**config.mk**
```make
export PLATFORM = sky130hd
export DESIGN_NAME = i2c_irq_flag
export DESIGN_NICKNAME = d
export VERILOG_FILES = /design/src/rtl/i2c_irq_pkg.sv /design/src/rtl/i2c_frame_track.sv /design/src/rtl/i2c_session_track.sv /design/src/rtl/i2c_irq_set_logic.sv /design/src/rtl/i2c_irq_flag.sv
export SDC_FILE = /design/constraint.sdc
export NUM_CORES = 1
export LEC_CHECK = 0
export BUFFER_PORTS_ARGS = -buffer_cell sky130_fd_sc_hd__buf_2
export CORE_UTILIZATION = 45
export CTS_CLUSTER_DIAMETER = 200
export DETAILED_ROUTE_END_ITERATION = 10
export PLACE_DENSITY = 0.74
export SLEW_MARGIN = 20
export SYNTH_ARGS = -nofsm -noshare
export SYNTH_HDL_FRONTEND = slang
export SYNTH_SLANG_ARGS = --single-unit
```
**constraint.sdc**
```tcl
create_clock -name clk -period 1.9 [get_ports clk]
set_clock_uncertainty 0.2 [all_clocks]
set_input_delay 0.095 -clock clk [delete_from_list [all_inputs] [get_ports clk]]
set_output_delay 0.095 -clock clk [all_outputs]
set_load 0.005 [all_outputs]
```
**src/rtl/i2c_irq_pkg.sv**
```systemverilog
package i2c_irq_pkg;

  // control levels that select which events raise the flag
  typedef struct packed {
    logic master;
    logic wait_en;
    logic ack_chk;
    logic al_ie;
    logic stop_mask;
  } irq_ctl_t;

  // frame position events derived from the SCL edge count
  typedef struct packed {
    logic rise_last;   // rising edge that completes a frame
    logic fall_pre;    // falling edge just before the acknowledge slot
    logic first;       // first frame after a start is in progress
  } frame_evt_t;

  // session state latched from bus events
  typedef struct packed {
    logic own_start;
    logic al_seen;
    logic addr_sess;
    logic gc_sess;
  } sess_t;

endpackage

```
**src/rtl/i2c_frame_track.sv**
```systemverilog
module i2c_frame_track
  import i2c_irq_pkg::*;
#(
  parameter int BITS = 9
) (
  input  logic       clk,
  input  logic       rst_n,
  input  logic       start_det,
  input  logic       scl_rise,
  input  logic       scl_fall,
  output frame_evt_t evt
);
  localparam int CW   = $clog2(BITS);
  localparam int LAST = BITS - 1;

  logic [CW-1:0] cnt_q;
  logic          first_q;
  logic          at_last;

  assign at_last       = (cnt_q == CW'(LAST));
  assign evt.rise_last = scl_rise && at_last;
  assign evt.fall_pre  = scl_fall && at_last;
  assign evt.first     = first_q;

  always_ff @(posedge clk or negedge rst_n) begin
    if (!rst_n) begin
      cnt_q   <= '0;
      first_q <= 1'b0;
    end else if (start_det) begin
      cnt_q   <= '0;
      first_q <= 1'b1;
    end else if (scl_rise) begin
      cnt_q <= at_last ? '0 : cnt_q + 1'b1;
      if (at_last) first_q <= 1'b0;
    end
  end

  AST_CNT_IN_FRAME: assert property (@(posedge clk) disable iff (!rst_n)
    cnt_q <= CW'(LAST));

endmodule

```
**src/rtl/i2c_session_track.sv**
```systemverilog
module i2c_session_track
  import i2c_irq_pkg::*;
(
  input  logic     clk,
  input  logic     rst_n,
  input  logic     master,
  input  logic     issue_start,
  input  logic     start_det,
  input  logic     stop_det,
  input  logic     addr_match,
  input  logic     gen_call,
  input  logic     arb_lost,
  output sess_t    sess
);
  logic own_q, al_q, aas_q, adz_q;

  always_ff @(posedge clk or negedge rst_n) begin
    if (!rst_n) begin
      own_q <= 1'b0;
      al_q  <= 1'b0;
      aas_q <= 1'b0;
      adz_q <= 1'b0;
    end else begin
      if (start_det)        own_q <= 1'b0;
      else if (issue_start) own_q <= 1'b1;

      if (stop_det)         al_q <= 1'b0;
      else if (arb_lost)    al_q <= 1'b1;

      if (start_det || stop_det) begin
        aas_q <= 1'b0;
        adz_q <= 1'b0;
      end else begin
        if (addr_match && !master) aas_q <= 1'b1;
        if (gen_call && !master)   adz_q <= 1'b1;
      end
    end
  end

  assign sess.own_start = own_q;
  assign sess.al_seen   = al_q;
  assign sess.addr_sess = aas_q;
  assign sess.gc_sess   = adz_q;

  AST_STOP_ENDS_SESSION: assert property (@(posedge clk) disable iff (!rst_n)
    stop_det |=> (!aas_q && !adz_q));

endmodule

```
**src/rtl/i2c_irq_set_logic.sv**
```systemverilog
module i2c_irq_set_logic
  import i2c_irq_pkg::*;
(
  input  irq_ctl_t   ctl,
  input  frame_evt_t fr,
  input  sess_t      sess,
  input  logic       start_det,
  input  logic       stop_det,
  input  logic       addr_match,
  input  logic       gen_call,
  input  logic       arb_lost,
  input  logic       ack_in,
  output logic       set_evt
);
  logic m_start, m_xfer, al_addr, ack_nak, al_int, s_frame, s_stop;

  always_comb begin
    m_start = ctl.master && start_det && sess.own_start;
    m_xfer  = ctl.master && (ctl.wait_en ? fr.fall_pre : fr.rise_last);
    al_addr = sess.al_seen && fr.first && fr.rise_last;
    ack_nak = ctl.ack_chk && fr.rise_last && ack_in;
    al_int  = ctl.al_ie && arb_lost;
    s_frame = !ctl.master && fr.rise_last &&
              (sess.addr_sess || addr_match || sess.gc_sess || gen_call);
    s_stop  = !ctl.master && stop_det && !ctl.stop_mask;
    set_evt = m_start || m_xfer || al_addr || ack_nak || al_int || s_frame || s_stop;
  end

endmodule

```
**src/rtl/i2c_irq_flag.sv**
```systemverilog
module i2c_irq_flag
  import i2c_irq_pkg::*;
#(
  parameter int FRAME_BITS = 9
) (
  input  logic clk,
  input  logic rst_n,
  input  logic master_mode,
  input  logic issue_start,
  input  logic start_det,
  input  logic stop_det,
  input  logic scl_rise,
  input  logic scl_fall,
  input  logic addr_match,
  input  logic gen_call,
  input  logic arb_lost,
  input  logic ack_in,
  input  logic wait_en,
  input  logic ack_chk_en,
  input  logic al_ie,
  input  logic stop_mask,
  input  logic flag_rd,
  input  logic flag_wr,
  input  logic flag_wdata,
  output logic flag,
  output logic irq,
  output logic scl_hold
);
  irq_ctl_t   ctl;
  frame_evt_t fr;
  sess_t      sess;
  logic       set_evt;
  logic       flag_q, armed_q, clr_ok;

  assign ctl = '{master: master_mode, wait_en: wait_en, ack_chk: ack_chk_en,
                 al_ie: al_ie, stop_mask: stop_mask};

  i2c_frame_track #(.BITS(FRAME_BITS)) u_frame (
    .clk(clk), .rst_n(rst_n), .start_det(start_det),
    .scl_rise(scl_rise), .scl_fall(scl_fall), .evt(fr));

  i2c_session_track u_sess (
    .clk(clk), .rst_n(rst_n), .master(master_mode), .issue_start(issue_start),
    .start_det(start_det), .stop_det(stop_det), .addr_match(addr_match),
    .gen_call(gen_call), .arb_lost(arb_lost), .sess(sess));

  i2c_irq_set_logic u_set (
    .ctl(ctl), .fr(fr), .sess(sess), .start_det(start_det), .stop_det(stop_det),
    .addr_match(addr_match), .gen_call(gen_call), .arb_lost(arb_lost),
    .ack_in(ack_in), .set_evt(set_evt));

  assign clr_ok = flag_wr && !flag_wdata && armed_q;

  always_ff @(posedge clk or negedge rst_n) begin
    if (!rst_n) begin
      flag_q  <= 1'b0;
      armed_q <= 1'b0;
    end else begin
      if (flag_wr)              armed_q <= 1'b0;
      else if (flag_rd && flag_q) armed_q <= 1'b1;

      if (set_evt)     flag_q <= 1'b1;
      else if (clr_ok) flag_q <= 1'b0;
    end
  end

  assign flag     = flag_q;
  assign irq      = flag_q;
  assign scl_hold = flag_q && wait_en;

  AST_SET_WINS: assert property (@(posedge clk) disable iff (!rst_n)
    set_evt |=> flag_q);
  AST_RISE_HAS_CAUSE: assert property (@(posedge clk) disable iff (!rst_n)
    $rose(flag_q) |-> $past(set_evt));
  AST_FALL_NEEDS_WRITE0: assert property (@(posedge clk) disable iff (!rst_n)
    $fell(flag_q) |-> $past(flag_wr && !flag_wdata));

endmodule

```
==> results of run 1 <==
==> cell usage after synthesis <==
master,number
dfrtp_1,11
a21oi_1,6
nor2_1,6
nand2_1,4
inv_1,3
buf_2,2
ha_1,2
nand2b_1,2
nand3_1,2
nand3b_1,2
nor3_1,2
o21ai_0,2
a211o_1,1
a21boi_0,1
a21o_1,1
a22oi_2,1
a311o_1,1
a32oi_1,1
and2_1,1
and3b_1,1
and4b_1,1
buf_4,1
mux2i_1,1
nor4_2,1
o211ai_1,1
o21ai_1,1
o2bb2ai_1,1
or2b_1,1
==> worst paths after layout <==
path,from,to,slack [ns],cells after the start
min reg2reg,u_frame.first_q$_DFFE_PN0P_,u_frame.first_q$_DFFE_PN0P_,0.31,1
max reg2reg,u_frame.cnt_q[0]$_DFFE_PN0P_,flag$_DFFE_PN0P_,0.35,4
max in group asynchronous,rst_n,u_sess.own_q$_DFFE_PN0P_,1.28,2
min,rst_n,u_frame.cnt_q[3]$_DFFE_PN0P_,0.02,2
min in group clk,master_mode,u_sess.adz_q$_DFFE_PN0P_,0.06,4
max,u_frame.cnt_q[0]$_DFFE_PN0P_,flag$_DFFE_PN0P_,0.35,4
==> report_power, final <==
part / internal [mW] / leakage (nW) / total [mW] / switching (mW)
Combinational: 0.0546 / 0.235 / 0.0966 / 0.0420
Clock: 0.0812 / 0.0150 / 0.164 / 0.0832
Sequential: 0.245 / 0.138 / 0.255 / 0.00990
==> area by class of cell <==
cell class | instances | share of cell area, %
Sequential cell | 11 | 32.9
Multi-Input combinational cell | 43 | 33.6
Timing Repair Buffer | 33 | 26.9
Inverter | 3 | 1.35
Tap cell | 14 | 2.09
Clock buffer | 4 | 3.14
==> cell families (layout without fill, tap and decap cells) <==
| group | Yosys count | in the layout | synth area share [%] |
|---|---|---|---|
| simple gates | 23 | 23 | 22.2 |
| compound gates | 17 | 17 | 19.9 |
| buf+inv | 6 | 40 | 4.91 |
| flops | 11 | 11 | 47.0 |
| fa+ha+maj | 2 | 2 | 4.27 |
| mux | 1 | 1 | 1.71 |
==> state kept, by name, summed over array words and instances, names as in the netlist <==
signal / flops
u_frame.first_q: 1
u_sess.aas_q: 1
u_sess.al_q: 1
u_sess.adz_q: 1
flag: 1
u_sess.own_q: 1
armed_q: 1
u_frame.cnt_q: 4
==> per-layer routing <==
metal  vias up  share of wire [%]  track usage, %
li1        284                  -               -
met1       256                 42            28.7
met2        40                 47            39.8
met3         6                8.6            6.40
met4         0                2.1            13.4
met5         -                  0               0
==> worst reg2reg max path, stage by stage, from the launching register on <==
cell,delay [ns]
dfrtp_1,0.40
inv_1,0.08
ha_1,0.23
and3b_1,0.21
a311o_1,0.32
==> through the flow <==
stage	std cells	power [mW]	setup slack (ns)
2_1_floorplan	60	0.298	0.453
3_3_place_gp	92	0.332	0.423
3_5_place_dp	92	0.335	0.372
4_1_cts	108	0.514	0.365
5_1_grt	108	0.540	0.276
6_report	108	0.516	0.350
==> results.json, run 1 <==
{
  "worst_pin_slew_ns": 0.258,
  "core_sq_um": 1160,
  "hold_path.class": "primary input to async pin",
  "gp_congestion": 0.800,
  "drt-initial-drc-count": 19,
  "grt_util_all_layers_pct": 24.4,
  "rsz0062_at_grt": "false",
  "grt-ovfl-total": 0,
  "final_common_cell": "buf_2",
  "hold_viol": 0,
  "cp-start-kind": "flop",
  "cp.required_ns": 1.85,
  "dr.pass1.iters": 4,
  "utilization_pct": 72.4,
  "path_buf_inv": 1,
  "clk_latency_ns": 0.27,
  "first_global_vias": 567,
  "die_area_sq_um": 1450,
  "period_share_pct": 81.6,
  "tritoncts": "done",
  "wl_mm": 1.46,
  "slowest_delay_ns": 0.40,
  "avgSynthCellArea_sq_um": 9.76,
  "vdd_ir_drop_max_mv": 0.495,
  "multiInputGateArea_sq_um": 282,
  "status": "completed",
  "worst_setup_path_end_kind": "flop",
  "synth_top_area_cell": "dfrtp_1",
  "numCtsBuffers": 3,
  "port_buffers": 21,
  "synth.area.top_cells": "dfrtp_1 (47%), a21oi_1 (5.1%), ha_1 (4.3%)",
  "slew_headroom_pct": 82.8,
  "synth.distinct_cells": 28,
  "clock_path_buffers": 2,
  "yosysSeqAreaShare_pct": 47.0,
  "fin_crit_ns": 1.55,
  "path_cells": "inv_1, ha_1, and3b_1, a311o_1",
  "num_vias": 586,
  "fin_nets": 116,
  "final_area_sq_um": 837,
  "ant_nets": 0,
  "grt_pass1_wl_mm": 2.37,
  "clock-root-buffer": "clkbuf_4",
  "finalSetupViolations": 0,
  "ctsResizeCount": 0,
  "cp_slowest_cell": "dfrtp_1",
  "critPathKind": "flop to flop",
  "netlist_instances": 60,
  "cts_max_level": 1,
  "wire_per_inst_um": 13.5,
  "cts_sinks": 11,
  "io_pins": 22,
  "ys_seq_elements": 11,
  "area_delta_synth_final_pct": 42.9,
  "synth_top_area_share_pct": 47.0,
  "most-common-layout-cells": "buf_2 (21), dlygate4sd3_1 (12), dfrtp_1 (11)",
  "dpl_cell_area_sq_um": 691,
  "start_util_pct": 50.6,
  "fin_tns_setup_ns": 0,
  "max_freq_mhz": 645,
  "antennaDiodeCount": 0,
  "seqCellArea_sq_um": 275,
  "antenna_found_initial": 0,
  "syn_area_sq_um": 586,
  "drc": 0,
  "vias_per_cell": 5.43,
  "worst_hold_slack_ns": 0.0156,
  "layout-drive-gt1-share_pct": 27.7,
  "power_density_nw_per_um2": 616,
  "maxCapViolCount": 0,
  "cp_max_fo": 5,
  "fp-row-count": 12,
  "grt_max_degree": 12,
  "critical_path_arrival_ns": 1.50,
  "ys.warnings.count": 0,
  "hold_buffers": 12,
  "post_cts.repair.setup_buffers": 0,
  "fillCellCount": 97,
  "power.leakage_nw": 0.388,
  "path_clk_slew_ns": 0.08,
  "drv_slew": 0,
  "crit_family": "flip-flops",
  "syn_nets": 81,
  "die_y_um": 38.1,
  "die_w_um": 38.1
}
No activity file was read; power rests on OpenSTA's default activity.
==> inputs of run 2 (changes only) <==
==> constraint.sdc (replaced) <==
create_clock -name clk -period 1.49 [get_ports clk]
set_clock_uncertainty 0.2 [all_clocks]
set_input_delay 0.0745 -clock clk [delete_from_list [all_inputs] [get_ports clk]]
set_output_delay 0.0745 -clock clk [all_outputs]
set_load 0.005 [all_outputs]
==> run 2 against run 1 <==
Net effect:
- critical endpoint is now armed_q$_DFFE_PN0P_
- flip-flop and latch count unchanged
- the run now ends with negative hold slack left
- clock power increased by 28%
- clock-buffer cell count decreased by 1
==> results.json, run 2 (synthesis gave the netlist of run 1 again) <==
{
  "worst_pin_slew_ns": 0.262,
  "clock-root-buffer": "clkbuf_4",
  "final_area_sq_um": 877,
  "numCtsBuffers": 3,
  "max_freq_mhz": 679,
  "maxCapViolCount": 0,
  "hold_path.class": "primary input to async pin",
  "dp_hpwl_um": 935,
  "fin_ws_ns": 0.0183,
  "most-common-layout-cells": "buf_2 (21), dlygate4sd3_1 (12), dfrtp_1 (11)",
  "vdd_ir_drop_max_mv": 0.462,
  "grt_pass1_wl_mm": 2.47,
  "vias_per_cell": 5.29,
  "utilization_pct": 75.9,
  "cp_slowest_cell": "dlygate4sd3_1",
  "clock_path_buffers": 2,
  "violations": "negative hold slack",
  "cts_max_level": 1,
  "r2r_slack_ns": 0.02,
  "grt_max_degree": 12,
  "io_pins": 22,
  "drv_slew": 0,
  "final_common_cell": "buf_2",
  "regMostFlops": "u_frame.cnt_q",
  "antenna_found_initial": 0,
  "crit_path_start": "flag$_DFFE_PN0P_",
  "path_cells": "a21oi_2, nor2_1, dlygate4sd3_1",
  "layout-drive-gt1-share_pct": 34.7,
  "fin_tns_setup_ns": 0,
  "die_y_um": 38.1,
  "wl_mm": 1.45,
  "rsz0062_at_grt": "true",
  "finalSetupViolations": 0,
  "die_w_um": 38.1,
  "grt_util_all_layers_pct": 26.4,
  "period_share_pct": 98.8,
  "fillCellCount": 78,
  "first_global_vias": 551,
  "antennaDiodeCount": 0,
  "gp_congestion": 0.802,
  "hold_viol": 11,
  "dr.pass1.iters": 4,
  "worst_hold_slack_ns": -0.0121,
  "largest_reg_flops": 4,
  "path_clk_slew_ns": 0.07,
  "slew_headroom_pct": 82.5,
  "cp.required_ns": 1.45,
  "worst_setup_path_end_kind": "flop",
  "port_buffers": 21,
  "critical_path_arrival_ns": 1.43,
  "wire_per_inst_um": 12.9,
  "reg2regPathDepth": 3,
  "grt-ovfl-total": 0,
  "num_vias": 593,
  "placed_cells": 94,
  "start_util_pct": 50.6,
  "stdcell_count": 112,
  "area_delta_synth_final_pct": 49.8,
  "critPathKind": "flop to flop",
  "drt-initial-drc-count": 16,
  "ant_nets": 0,
  "power.leakage_nw": 0.405,
  "place_ws_ns": 0.0213,
  "power_density_nw_per_um2": 765,
  "status": "finished with violations",
  "tritoncts": "done",
  "cp_max_fo": 5,
  "total_power_mw": 0.671,
  "clk_latency_ns": 0.28,
  "slowest_delay_ns": 0.55,
  "fin_crit_ns": 1.47,
  "core_sq_um": 1160,
  "fp-row-count": 12,
  "dpl_cell_area_sq_um": 706,
  "reg2reg_from": "flag$_DFFE_PN0P_",
  "drc": 0,
  "cp-start-kind": "flop",
  "die_area_sq_um": 1450,
  "cts_sinks": 11,
  "fin_nets": 120
}
-- run 2: worst paths after layout --
path	end
setup / recovery	armed_q$_DFFE_PN0P_
min in group clk	flag$_DFFE_PN0P_
max in group asynchronous	u_frame.cnt_q[3]$_DFFE_PN0P_
hold / removal	u_sess.aas_q$_DFFE_PN0P_
hold reg to reg	u_frame.first_q$_DFFE_PN0P_
setup reg to reg	armed_q$_DFFE_PN0P_
-- run 2: area by class of cell --
class | count | area, sq um | area share [%]
Inverter | 3 | 11.3 | 1.28
Tap cell | 14 | 17.5 | 2.00
Timing Repair Buffer | 37 | 255 | 29.1
Multi-Input combinational cell | 43 | 290 | 33.1
Clock inverter | 1 | 5.00 | 0.571
Sequential cell | 11 | 275 | 31.4
Clock buffer | 3 | 22.5 | 2.57
-- run 2: what timing repair did --
| item | 4_1_cts | 5_1_grt |
|---|---|---|
| setup endpoints to repair | 0 | 11 |
| setup buffers | 0 | 2 |
| gates resized for setup | 0 | 3 |
| hold buffers | 14 | 0 |
| endpoints found under the hold margin | 22 | 0 |
-- run 2: worst max-delay path: cells and delay by family, from the launching register on --
| kind | cells | cell delay (ns) |
|---|---|---|
| compound gates | 1 | 0.14 |
| buf+inv | 1 | 0.55 |
| simple gates | 1 | 0.04 |
| flops | 1 | 0.43 |
-- run 2: power breakdown --
part	leakage, nW	switching, mW	internal [mW]
clock network	0.0177	0.111	0.0998
logic	0.250	0.0580	0.0789
registers	0.138	0.0115	0.313
-- run 2: routing by layer --
| layer | global-route usage [%] | routed length, um | vias up |
|---|---|---|---|
| li1 | - | - | 289 |
| met1 | 32.2 | 667 | 272 |
| met2 | 40.3 | 662 | 28 |
| met3 | 9.88 | 96 | 4 |
| met4 | 13.4 | 22 | 0 |
| met5 | 0 | 0 | - |
==> inputs of run 3 (changes only) <==
--- a/config.mk
+++ b/config.mk
@@ -9,8 +9,9 @@
 export CORE_UTILIZATION = 45
 export CTS_CLUSTER_DIAMETER = 200
 export DETAILED_ROUTE_END_ITERATION = 10
-export PLACE_DENSITY = 0.74
+export PLACE_DENSITY = 0.73
 export SLEW_MARGIN = 20
 export SYNTH_ARGS = -nofsm -noshare
 export SYNTH_HDL_FRONTEND = slang
+export SYNTH_HIERARCHICAL = 1
 export SYNTH_SLANG_ARGS = --single-unit
==> run 3 against run 2 <==
Net effect:
- the run ends with negative setup slack left
- non-clock buffer count increased by 4
- setup slack worse by 0.39 ns
- critical path depth increased by 5
- largest cell class unchanged
- largest power group unchanged
- highest routed layer unchanged
==> results.json, run 3 <==
{
  "status": "finished with violations",
  "violations": "negative setup slack",
  "clock_path_buffers": 2,
  "cts_max_level": 1,
  "core_sq_um": 1300,
  "p_switching_mw": 0.183,
  "area_delta_synth_final_pct": 53.0,
  "power_frac_comb_pct": 23.5,
  "synth_top_area_share_pct": 43.3,
  "die_y_um": 39.6,
  "fin_crit_ns": 1.86,
  "numCtsBuffers": 3,
  "fin_nets": 126,
  "finalSetupViolations": 1,
  "slew_headroom_pct": 83.6,
  "rsz0062_at_grt": "true",
  "syn_nets": 86,
  "critical_path_arrival_ns": 1.83,
  "clk_latency_ns": 0.27,
  "cp_max_fo": 3,
  "io_pins": 22,
  "vdd_ir_drop_max_mv": 0.465,
  "power.leakage_nw": 0.464,
  "yosysSeqAreaShare_pct": 43.3,
  "die_w_um": 39.6,
  "antennaDiodeCount": 0,
  "antenna_found_initial": 0,
  "layout-drive-gt1-share_pct": 42.3,
  "tritoncts": "done",
  "hold_path.class": "primary input to async pin",
  "vias_per_cell": 5.22,
  "dp_hpwl_um": 979,
  "fillCellCount": 90,
  "netlist_instances": 65,
  "port_buffers": 21,
  "p_int_mw": 0.512,
  "grt-ovfl-total": 0,
  "synth_edf_count": 0,
  "clock-root-buffer": "clkbuf_4",
  "fin_tns_setup_ns": -0.373,
  "dpl_cell_area_sq_um": 772,
  "drc": 0,
  "synthTopCellsByCount": "dfrtp_1 (11), buf_4 (6), nor2_1 (6)",
  "grt_max_degree": 12,
  "syn_area_sq_um": 636,
  "die_area_sq_um": 1570,
  "pwr-share-clk_pct": 29.5,
  "ant_nets": 0,
  "most-common-layout-cells": "buf_2 (21), dlygate4sd3_1 (13), dfrtp_1 (11)",
  "avgSynthCellArea_sq_um": 9.78,
  "fin_ws_ns": -0.373,
  "dr.pass1.iters": 4,
  "switching_share_pct": 26.3,
  "ys.warnings.count": 6,
  "yosys.cell_count.top_type": "dfrtp_1",
  "period_share_pct": 125,
  "largest_reg_flops": 4,
  "num_vias": 621,
  "power_density_nw_per_um2": 715,
  "r2r_slack_ns": -0.37,
  "ys_seq_elements": 11,
  "synth-main-ff-cell": "dfrtp_1",
  "crit_path_frequent_cell": "a221o_1",
  "cts_sinks": 11,
  "critPathKind": "flop to flop",
  "start_util_pct": 48.8,
  "place_ws_ns": -0.336,
  "wl_mm": 1.56,
  "gp_congestion": 0.783,
  "slowest_delay_ns": 0.38,
  "synth.distinct_cells": 28,
  "p_seq_share_pct": 47.0,
  "worst_setup_path_end_kind": "flop",
  "grt_util_all_layers_pct": 23.1,
  "max_freq_mhz": 537,
  "regMostFlops": "u_frame/cnt_q",
  "drt-initial-drc-count": 21,
  "cp.required_ns": 1.45,
  "grt_pass1_wl_mm": 2.35,
  "wire_per_inst_um": 13.1,
  "first_global_vias": 579,
  "fp-row-count": 13,
  "final_common_cell": "buf_2",
  "maxCapViolCount": 0,
  "async_reset_ff_share_pct": 100,
  "hold_viol": 0,
  "cp_slowest_cell": "dfrtp_1",
  "drv_slew": 0,
  "final_area_sq_um": 972,
  "worst_pin_slew_ns": 0.244,
  "synth.area.top_cells": "dfrtp_1 (43%), buf_4 (7.1%), ha_1 (3.9%)",
  "synth_top_area_cell": "dfrtp_1",
  "cp-start-kind": "flop",
  "path_clk_slew_ns": 0.07,
  "path_cells": "inv_2, ha_4, nand2_4, nor3b_4, nor2b_4, a221o_1, a221o_1, a21o_1"
}
run 3: changes by cell type in the layout (fill, tap and decap cells not counted), sizes merged, moves of 2 or more:
cell / previous run / this run
nor3b: 0 / 2
a221o: 0 / 2
inv: 3 / 5
buf: 25 / 28
nand3: 2 / 0
run 3: through the flow:
step / utilization, % / power (mW) / instances / hold WS (ns)
detailed placement: 59.3 / 0.449 / 102 / -0.246
floorplan: - / 0.392 / 65 / -0.421
global route: 74.7 / 0.733 / 119 / 0.0251
finish: 74.7 / 0.695 / 119 / 0.00131
CTS: 72.1 / 0.682 / 120 / 0.00680
global placement: 59.3 / 0.444 / 102 / -0.247
run 3: layer usage:
metal | track usage [%] | part of all wire, %
met1 | 27.1 | 42
met4 | 6.03 | 0.77
met5 | 0 | 0
met2 | 40.2 | 53
met3 | 6.82 | 3.7
run 3: cell families after synthesis:
logic type | synth area share, %
simple gates | 22.0
compound gates | 17.7
buf+inv | 10.0
flops | 43.3
fa+ha+maj | 3.94
xor+xnor | 1.38
mux | 1.57
run 3: what timing repair did:
action | in CTS | in global routing
pin swaps | 0 | 4
setup buffers | 0 | 1
hold buffers | 14 | 2
setup endpoints to repair | 1 | 6
gates resized for setup | 0 | 10
endpoints found under the hold margin | 22 | 3
run 3: cell type report:
cell class / count / area (sq um) / share of cell area [%]
Clock buffer: 4 / 26.3 / 2.70
Tap cell: 15 / 18.8 / 1.93
Timing Repair Buffer: 41 / 288 / 29.6
Sequential cell: 11 / 275 / 28.3
Multi-Input combinational cell: 43 / 345 / 35.5
Inverter: 5 / 18.8 / 1.93
run 3: worst paths after layout:
path                                         startpoint                      endpoint  depth (start not counted)
max in group asynchronous                         rst_n  u_frame/cnt_q[1]$_DFFE_PN0P_                          2
hold reg to reg                u_sess/own_q$_DFFE_PN0P_      u_sess/own_q$_DFFE_PN0P_                          2
hold / removal                                    rst_n  u_frame/cnt_q[2]$_DFFE_PN0P_                          2
setup / recovery           u_frame/cnt_q[0]$_DFFE_PN0P_              flag$_DFFE_PN0P_                          8
setup reg to reg           u_frame/cnt_q[0]$_DFFE_PN0P_              flag$_DFFE_PN0P_                          8
min in group clk                                  al_ie              flag$_DFFE_PN0P_                          5
run 3: power by group through the flow:
stage / clock (mW) / sequential, mW / combinational [mW]
6_report: 0.205 / 0.327 / 0.163
3_3_place_gp: 0 / 0.330 / 0.114
2_1_floorplan: 0 / 0.331 / 0.0605
5_1_grt: 0.224 / 0.328 / 0.181
3_5_place_dp: 0 / 0.331 / 0.118
4_1_cts: 0.208 / 0.325 / 0.149
run 3: critical path: cells and delay by family (launching register included):
kind	cells	cell delay [ns]
simple gates	3	0.24
fa+ha+maj	1	0.17
flops	1	0.38
buf+inv	1	0.06
compound gates	3	0.72
